File: src/rtl/fifo_mgr_pkg.sv
package fifo_mgr_pkg;
  typedef enum logic [1:0] {
    OP_WR      = 2'd0,
    OP_RD      = 2'd1,
    OP_COMMIT  = 2'd2,
    OP_RELEASE = 2'd3
  } op_e;
endpackage

File: src/rtl/fifo_mgr_cfg.sv
module fifo_mgr_cfg #(
  parameter int NEP        = 16,
  parameter int AW         = 15,
  parameter int CTRL_BYTES = 64,
  parameter int RAM_BYTES  = 32768,
  parameter int MAX_CODE   = 10,
  localparam int NSLOT     = 2 * NEP,
  localparam int EPW       = $clog2(NEP)
) (
  input  logic                        clk_i,
  input  logic                        rst_ni,
  input  logic                        we_i,
  input  logic                        rx_i,
  input  logic [EPW-1:0]              ep_i,
  input  logic [AW-1:0]               base_i,
  input  logic [3:0]                  szc_i,
  input  logic                        dbl_i,
  input  logic                        en_i,
  output logic [NSLOT-1:0][AW-1:0]    base_o,
  output logic [NSLOT-1:0][3:0]       szc_o,
  output logic [NSLOT-1:0]            dbl_o,
  output logic [NSLOT-1:0]            en_o,
  output logic [NSLOT-1:0]            bad_o,
  output logic [NSLOT-1:0]            clr_o,
  output logic                        err_o
);
  localparam int CTRL_CODE = $clog2(CTRL_BYTES / 8);

  logic [EPW:0]  wslot;
  logic          wr_ok;
  logic [31:0]   sz_new;
  logic          bad_new;

  assign wslot   = {rx_i, ep_i};
  assign wr_ok   = we_i && (ep_i != '0);
  assign sz_new  = 32'd8 << szc_i;
  assign bad_new = (32'(szc_i) > 32'(MAX_CODE)) ||
                   (32'(base_i) < 32'(CTRL_BYTES)) ||
                   (32'(base_i) + sz_new > 32'(RAM_BYTES));

  for (genvar k = 0; k < NSLOT; k++) begin : g_slot
    if ((k % NEP) == 0) begin : g_ctrl
      // control endpoint region is hard-wired
      assign base_o[k] = '0;
      assign szc_o[k]  = 4'(CTRL_CODE);
      assign dbl_o[k]  = 1'b0;
      assign en_o[k]   = 1'b1;
      assign bad_o[k]  = 1'b0;
      assign clr_o[k]  = 1'b0;
    end else begin : g_prog
      logic          hit;
      logic [AW-1:0] base_q;
      logic [3:0]    szc_q;
      logic          dbl_q, en_q, bad_q;
      assign hit = wr_ok && (wslot == (EPW+1)'(k));
      always_ff @(posedge clk_i or negedge rst_ni) begin
        if (!rst_ni) begin
          base_q <= '0;
          szc_q  <= '0;
          dbl_q  <= 1'b0;
          en_q   <= 1'b0;
          bad_q  <= 1'b0;
        end else if (hit) begin
          base_q <= base_i;
          szc_q  <= szc_i;
          dbl_q  <= dbl_i;
          en_q   <= en_i;
          bad_q  <= bad_new;
        end
      end
      assign base_o[k] = base_q;
      assign szc_o[k]  = szc_q;
      assign dbl_o[k]  = dbl_q;
      assign en_o[k]   = en_q;
      assign bad_o[k]  = bad_q;
      assign clr_o[k]  = hit;
    end
  end

  always_ff @(posedge clk_i or negedge rst_ni) begin
    if (!rst_ni)               err_o <= 1'b0;
    else if (wr_ok && bad_new) err_o <= 1'b1;
  end
endmodule

File: src/rtl/fifo_mgr_trk.sv
module fifo_mgr_trk #(
  parameter int OW = 14
) (
  input  logic          clk_i,
  input  logic          rst_ni,
  input  logic          clr_i,
  input  logic          wr_i,
  input  logic          rd_i,
  input  logic          cm_i,
  input  logic          rl_i,
  input  logic          dbl_i,
  output logic [OW-1:0] wr_off_o,
  output logic [OW-1:0] rd_off_o,
  output logic          wr_half_o,
  output logic          rd_half_o,
  output logic [1:0]    cnt_o
);
  always_ff @(posedge clk_i or negedge rst_ni) begin
    if (!rst_ni) begin
      wr_off_o  <= '0;
      rd_off_o  <= '0;
      wr_half_o <= 1'b0;
      rd_half_o <= 1'b0;
      cnt_o     <= '0;
    end else if (clr_i) begin
      wr_off_o  <= '0;
      rd_off_o  <= '0;
      wr_half_o <= 1'b0;
      rd_half_o <= 1'b0;
      cnt_o     <= '0;
    end else begin
      if (wr_i) wr_off_o <= wr_off_o + 1'b1;
      if (rd_i) rd_off_o <= rd_off_o + 1'b1;
      if (cm_i) begin
        wr_off_o <= '0;
        cnt_o    <= cnt_o + 1'b1;
        if (dbl_i) wr_half_o <= ~wr_half_o;
      end
      if (rl_i) begin
        rd_off_o <= '0;
        cnt_o    <= cnt_o - 1'b1;
        if (dbl_i) rd_half_o <= ~rd_half_o;
      end
    end
  end
endmodule

File: src/rtl/fifo_mgr_xlat.sv
module fifo_mgr_xlat #(
  parameter int AW = 15,
  parameter int OW = 14
) (
  input  logic [AW-1:0] base_i,
  input  logic [3:0]    szc_i,
  input  logic          dbl_i,
  input  logic          half_i,
  input  logic [OW-1:0] off_i,
  output logic [OW-1:0] pkt_o,
  output logic [1:0]    cap_o,
  output logic [AW-1:0] addr_o
);
  assign pkt_o  = OW'(dbl_i ? ((32'd8 << szc_i) >> 1) : (32'd8 << szc_i));
  assign cap_o  = dbl_i ? 2'd2 : 2'd1;
  assign addr_o = AW'(32'(base_i) + (half_i ? 32'(pkt_o) : 32'd0) + 32'(off_i));
endmodule

File: src/rtl/fifo_mgr.sv
module fifo_mgr #(
  parameter int NEP        = 16,
  parameter int RAM_BYTES  = 32768,
  parameter int CTRL_BYTES = 64,
  parameter int MAX_BUF    = 8192,
  localparam int AW        = $clog2(RAM_BYTES),
  localparam int EPW       = $clog2(NEP),
  localparam int NSLOT     = 2 * NEP
) (
  input  logic             clk_i,
  input  logic             rst_ni,
  input  logic             mode_host_i,
  input  logic             cfg_we_i,
  input  logic             cfg_rx_i,
  input  logic [EPW-1:0]   cfg_ep_i,
  input  logic [AW-1:0]    cfg_base_i,
  input  logic [3:0]       cfg_szc_i,
  input  logic             cfg_dbl_i,
  input  logic             cfg_en_i,
  input  logic             acc_valid_i,
  input  logic             acc_in_i,
  input  logic [EPW-1:0]   acc_ep_i,
  input  logic [1:0]       acc_op_i,
  input  logic             acc_dma_i,
  input  logic [7:0]       acc_wdata_i,
  output logic             ram_en_o,
  output logic             ram_we_o,
  output logic [AW-1:0]    ram_addr_o,
  output logic [7:0]       ram_wdata_o,
  output logic [NSLOT-1:0] full_o,
  output logic [NSLOT-1:0] empty_o,
  output logic             cfg_err_o,
  output logic             ovf_o,
  output logic             conflict_o
);
  import fifo_mgr_pkg::*;

  localparam int OW       = $clog2(MAX_BUF) + 1;
  localparam int MAX_CODE = $clog2(MAX_BUF / 8);

  logic [NSLOT-1:0][AW-1:0] base;
  logic [NSLOT-1:0][3:0]    szc;
  logic [NSLOT-1:0]         dbl, en, bad, clr;
  logic [NSLOT-1:0][OW-1:0] wr_off, rd_off;
  logic [NSLOT-1:0]         wr_half, rd_half, active;
  logic [NSLOT-1:0][1:0]    cnt;

  op_e          op;
  logic [EPW:0] slot, partner;
  logic [OW-1:0] pkt, s_off;
  logic [1:0]   cap;
  logic [AW-1:0] addr;
  logic         usable, shared, conflict_hit, go, slot_full;
  logic         wr_ok, rd_ok, cm_ok, rl_ok, ovf_hit;

  fifo_mgr_cfg #(
    .NEP(NEP), .AW(AW), .CTRL_BYTES(CTRL_BYTES),
    .RAM_BYTES(RAM_BYTES), .MAX_CODE(MAX_CODE)
  ) i_cfg (
    .clk_i, .rst_ni,
    .we_i(cfg_we_i), .rx_i(cfg_rx_i), .ep_i(cfg_ep_i), .base_i(cfg_base_i),
    .szc_i(cfg_szc_i), .dbl_i(cfg_dbl_i), .en_i(cfg_en_i),
    .base_o(base), .szc_o(szc), .dbl_o(dbl), .en_o(en), .bad_o(bad),
    .clr_o(clr), .err_o(cfg_err_o)
  );

  assign op      = op_e'(acc_op_i);
  assign slot    = {acc_in_i ~^ mode_host_i, acc_ep_i};
  assign partner = {~slot[EPW], acc_ep_i};
  assign s_off   = (op == OP_RD) ? rd_off[slot] : wr_off[slot];

  fifo_mgr_xlat #(.AW(AW), .OW(OW)) i_xlat (
    .base_i(base[slot]), .szc_i(szc[slot]), .dbl_i(dbl[slot]),
    .half_i((op == OP_RD) ? rd_half[slot] : wr_half[slot]),
    .off_i(s_off), .pkt_o(pkt), .cap_o(cap), .addr_o(addr)
  );

  // acceptance
  assign usable       = acc_valid_i && en[slot] && !bad[slot] &&
                        !(acc_dma_i && (acc_ep_i == '0));
  assign shared       = en[partner] && (base[partner] == base[slot]);
  assign conflict_hit = usable && shared && active[partner];
  assign go           = usable && !conflict_hit;
  assign slot_full    = (cnt[slot] == cap);
  assign ovf_hit      = go && (op == OP_WR) && (slot_full || (s_off >= pkt));
  assign wr_ok        = go && (op == OP_WR) && !slot_full && (s_off < pkt);
  assign rd_ok        = go && (op == OP_RD) && (cnt[slot] != 2'd0) && (s_off < pkt);
  assign cm_ok        = go && (op == OP_COMMIT) && !slot_full;
  assign rl_ok        = go && (op == OP_RELEASE) && (cnt[slot] != 2'd0);

  for (genvar k = 0; k < NSLOT; k++) begin : g_trk
    logic sel;
    assign sel = (slot == (EPW+1)'(k));
    fifo_mgr_trk #(.OW(OW)) i_trk (
      .clk_i, .rst_ni, .clr_i(clr[k]),
      .wr_i(wr_ok && sel), .rd_i(rd_ok && sel),
      .cm_i(cm_ok && sel), .rl_i(rl_ok && sel), .dbl_i(dbl[k]),
      .wr_off_o(wr_off[k]), .rd_off_o(rd_off[k]),
      .wr_half_o(wr_half[k]), .rd_half_o(rd_half[k]), .cnt_o(cnt[k])
    );
    assign active[k]  = (cnt[k] != 2'd0) || (wr_off[k] != '0) || (rd_off[k] != '0);
    assign full_o[k]  = (cnt[k] == (dbl[k] ? 2'd2 : 2'd1));
    assign empty_o[k] = (cnt[k] == 2'd0);
  end

  always_ff @(posedge clk_i or negedge rst_ni) begin
    if (!rst_ni) begin
      ram_en_o    <= 1'b0;
      ram_we_o    <= 1'b0;
      ram_addr_o  <= '0;
      ram_wdata_o <= '0;
      ovf_o       <= 1'b0;
      conflict_o  <= 1'b0;
    end else begin
      ram_en_o <= wr_ok || rd_ok;
      ram_we_o <= wr_ok;
      if (wr_ok || rd_ok) ram_addr_o <= addr;
      if (wr_ok)          ram_wdata_o <= acc_wdata_i;
      if (ovf_hit)        ovf_o <= 1'b1;
      if (conflict_hit)   conflict_o <= 1'b1;
    end
  end
endmodule

File: config.mk
export PLATFORM = sky130hd
export DESIGN_NAME = fifo_mgr
export DESIGN_NICKNAME = d
export VERILOG_FILES = /design/src/rtl/fifo_mgr_pkg.sv /design/src/rtl/fifo_mgr_cfg.sv /design/src/rtl/fifo_mgr_trk.sv /design/src/rtl/fifo_mgr_xlat.sv /design/src/rtl/fifo_mgr.sv
export SDC_FILE = /design/constraint.sdc
export NUM_CORES = 2
export LEC_CHECK = 0
export BUFFER_PORTS_ARGS = -buffer_cell sky130_fd_sc_hd__buf_4
export CAP_MARGIN = 20
export CORE_MARGIN = 8
export CORE_UTILIZATION = 55
export DETAILED_ROUTE_END_ITERATION = 7
export PLACE_DENSITY = 0.74
export SETUP_SLACK_MARGIN = 0.5
export SYNTH_ARGS = -nofsm -noshare
export SYNTH_HDL_FRONTEND = slang
export SYNTH_HIERARCHICAL = 1
export SYNTH_SLANG_ARGS = --single-unit
File: constraint.sdc
create_clock -name clk_i -period 5.42 [get_ports clk_i]
set_clock_uncertainty 0.2 [all_clocks]
set_input_delay 1.084 -clock clk_i [delete_from_list [all_inputs] [get_ports clk_i]]
set_output_delay 1.084 -clock clk_i [all_outputs]
set_load 0.01 [all_outputs]
==> reports/metrics.cfg <==
[outcome]
outcome = finished with violations
violations = setup timing

[die]
core_area_mm2 = 0.178
rows = 155
boundaryPins = 139
die_area_mm2 = 0.192
die_h_um = 438
die_w_um = 438
start_util = 0.551

[sta]
fin_crit_ns = 5.80
setup_viol = 794
setup_slack_ns = -0.377
tightest_slew_ns = 1.20
fmaxAchievable_mhz = 173
finalHoldViolations = 0
fin_crit_sh = 1.07
slew_headroom = 0.201
holdWs_ns = 0.217
maxSlewViolCount = 0
rsz0062_at_grt = true

[layout]
areaGrowthSynthToFinish_pct = 27.0
final_cell_mix = dfrtp_1, buf_4, nand2_1
final_core_util = 0.700
drive_gt1_frac = 0.345
multi_input_area_mm2 = 0.0560
regArea_mm2 = 0.0428
num-fill-cells = 12400
final_common_cell = dfrtp_1
nets = 10900

[worst_setup_path]
cp.arrival_ns = 6.41
required_ns = 6.03
path_depth = 23
crit_type = in -> reg
rr_worst_depth = 22
worst_path_max_delay_cell = mux4_2
worst_path_most_repeated_cell = buf_16
critPathLaunchType = primary input
critical_path.max_fanout = 8
crit_family = compound AO/OA/AOI/OAI gates
max_stage_delay_ns = 0.57
critPathBufInv = 6
end_kind = register
crit_chain = buf_16 > buf_16 > buf_16 > buf_4 > mux4_2 > mux4_2 > and2_1 > a211oi_2 > a31oi_2 > ha_2 > a211oi_4 > o221ai_2 > a221oi_2 > o21ai_2 > nor3_2 > o211ai_1 > clkbuf_16 > buf_12 > nor2_4 > o311a_4 > nand2_4 > or4b_4 > a21oi_2

[flow_run]
max_cap_viol_count = 0

[grt]
grt_usage = 0.384
grt_max_degree = 142
antenna_found_initial = 39
grt_pass1_vias = 84900
grt_pass1_wl_um = 556000
grt.overflow.total = 0

[detailed_routing]
first_pass_iters = 8
vias = 87100
drc = 0
drtIter0Drc = 11800
finalWirelength_um = 381000
ant_nets = 0
avgRoutedWirePerCell_um = 28.8
viasPerCell = 6.57

[worst_hold_path]
hold_class = in -> reg
holdPathStages = 2

[power_and_ir_drop]
internal_power_mw = 24.3
p_sw_mw = 9.24
combPwrFrac = 0.151
p_leak_nw = 57.9
ir_worst_vdd_v = 0.000354
switching_share = 0.275
seqPwrFrac = 0.433
clkPwrFrac = 0.416
power_density_mw_per_mm2 = 269

[yosys]
synth_warnings = 6
syn_avg_cell_area_um2 = 10.4
synthArstFlopShare = 1.00
yosysSeqAreaShare = 0.437
synth_edf_count = 0
synth_top_flop_cell = dfrtp_1
syn_inst = 9432
netlist_area_mm2 = 0.0981
synth_cell_type_count = 95
yosys_register_bits = 1712

[clocking]
cts_num_sinks = 1712
clk_pin_slew_worst_paths_ns = 0.06
cts_htree_levels = 4
numCtsBuffers = 186
cts_tree = yes
root_buffer = clkbuf_16
clock_latency_ns = 0.90
clockBufferDepth = 3

[placed_design]
dpl.hpwl_um = 275000
gp_congestion = 1.07
io_buffers = 138

[worst reg2reg max path, cell delays in order, from the launching register on]
cell       delay (ns)
dfrtp_1          0.49
mux4_2           0.52
mux4_2           0.56
nand2_2          0.13
nand2_4          0.07
nor2b_4          0.13
or3_4            0.36
nor3_2           0.12
inv_1            0.08
ha_4             0.23
a211oi_4         0.21
o221ai_2         0.13
a221oi_2         0.25
o21ai_2          0.12
nor3_2           0.22
o211ai_1         0.18
clkbuf_16        0.26
buf_12           0.20
nor2_4           0.12
o311a_4          0.20
nand2_4          0.06
or4b_4           0.49
a21oi_2          0.14
[layout make-up]
type / instances / share of cell area
diodes: 27 / 0.000543
clock buffers: 258 / 0.0429
multi-input cells: 6950 / 0.450
well taps: 2355 / 0.0237
inverters: 65 / 0.00196
repair buffers: 1802 / 0.125
flip-flops and latches: 1712 / 0.344
clock inverters: 85 / 0.0113
[Yosys cell counts (23+ instances only)]
cell type,n,area [um2]
nor4_1,317,1980
inv_1,63,236
nand2b_1,33,206
o311a_1,33,330
ha_1,105,1310
and4_1,109,955
a21oi_1,153,766
xor2_1,465,4070
buf_4,186,1400
dfrtp_1,1712,42800
mux2i_1,145,1450
buf_1,54,203
o21ai_0,170,851
mux4_2,488,11000
or4_1,25,188
o21a_1,23,173
nor3_1,242,1210
clkbuf_1,357,1340
a41oi_2,30,488
buf_6,29,327
nor2_1,1115,4190
or2_2,65,407
and3_1,39,244
mux2_2,369,4160
nand3_1,316,1580
xnor2_1,369,3230
or3_1,112,701
nand4_1,313,1960
a22oi_1,67,503
buf_2,129,646
nand2_1,1434,5380
and2_1,36,225
[stage by stage]
stage | area [um2] | setup TNS [ns] | cells | worst slack (ns) | total power, mW
final | 124000 | -137.51 | 13300 | -0.377 | 33.5
after global routing | 124000 | -197.34 | 13200 | -0.431 | 34.5
after CTS | 122000 | -26.24 | 13100 | -0.244 | 33.5
after detailed placement | 113000 | -1181.53 | 12700 | -1.56 | 19.5
after global placement | 113000 | -1136.77 | 12700 | -1.48 | 19.3
after floorplan | 101000 | -1411.47 | 9477 | -1.80 | 17.4
[flip-flops by register name, summed over array words and instances, names as in the netlist, 8 cells and up]
name / count
i_cfg/g_slot.g_prog.bad_q: 30
i_cfg/g_slot.g_prog.en_q: 30
i_cfg/g_slot.g_prog.szc_q: 120
g_trk.i_trk/wr_half_o: 32
ram_wdata_o: 8
i_cfg/g_slot.g_prog.base_q: 450
g_trk.i_trk/wr_off_o: 448
g_trk.i_trk/rd_off_o: 448
i_cfg/g_slot.g_prog.dbl_q: 30
ram_addr_o: 15
g_trk.i_trk/cnt_o: 64
g_trk.i_trk/rd_half_o: 32
[final timing paths]
check / slack (ns) / endpoint / from
worst max-delay path: -0.38 / g_trk[28].i_trk/rd_off_o[13] / acc_ep_i[0]
worst min-delay path: 0.22 / ram_wdata_o[0] / acc_wdata_i[0]
worst max register to register: -0.09 / g_trk[28].i_trk/rd_off_o[13] / i_cfg/g_slot[19].g_prog.dbl_q
worst min register to register: 0.27 / i_cfg/g_slot[2].g_prog.base_q[8] / i_cfg/g_slot[2].g_prog.base_q[8]
max in group asynchronous: 2.98 / i_cfg/g_slot[23].g_prog.base_q[7] / rst_ni
min in group asynchronous: 0.59 / ram_wdata_o[4] / rst_ni
[layer usage]
metal / vias to the layer above / track usage / routed length (um)
li1: 36100 / - / -
met1: 43800 / 0.507 / 141000
met2: 5743 / 0.566 / 166000
met3: 1382 / 0.110 / 45600
met4: 22 / 0.230 / 28700
met5: - / 0 / 154
[repair_timing]
action	in CTS	in global routing
gates cloned	17	4
buffers inserted	61	88
pin swaps	145	267
resized for setup	236	348
hold buffers	1	0
hold endpoints to repair	10	0
setup endpoints to repair	1045	1045
[kinds of logic (layout without fill, tap and decap cells)]
kind of cell / count (synthesis) / after routing / synth area share
AO/OA/AOI/OAI: 665 / 676 / 0.0517
XOR/XNOR: 834 / 834 / 0.0745
adder cells (fa/ha/maj): 119 / 119 / 0.0163
buffers and inverters: 826 / 2210 / 0.0432
flip-flops: 1712 / 1712 / 0.437
multiplexers: 1025 / 1025 / 0.173
other: 3 / 75 / 0.000115
AND/OR/NAND/NOR: 4248 / 4248 / 0.204
[power by group through the flow]
stage | Combinational (mW) | Clock [mW] | Sequential, mW
3_5_place_dp | 4.79 | 0 | 14.7
3_3_place_gp | 4.64 | 0 | 14.6
5_1_grt | 5.35 | 14.5 | 14.6
4_1_cts | 4.95 | 14.0 | 14.5
2_1_floorplan | 2.89 | 0 | 14.5
6_report | 5.08 | 13.9 | 14.5
Note: power is estimated with default switching activity, not from simulation.
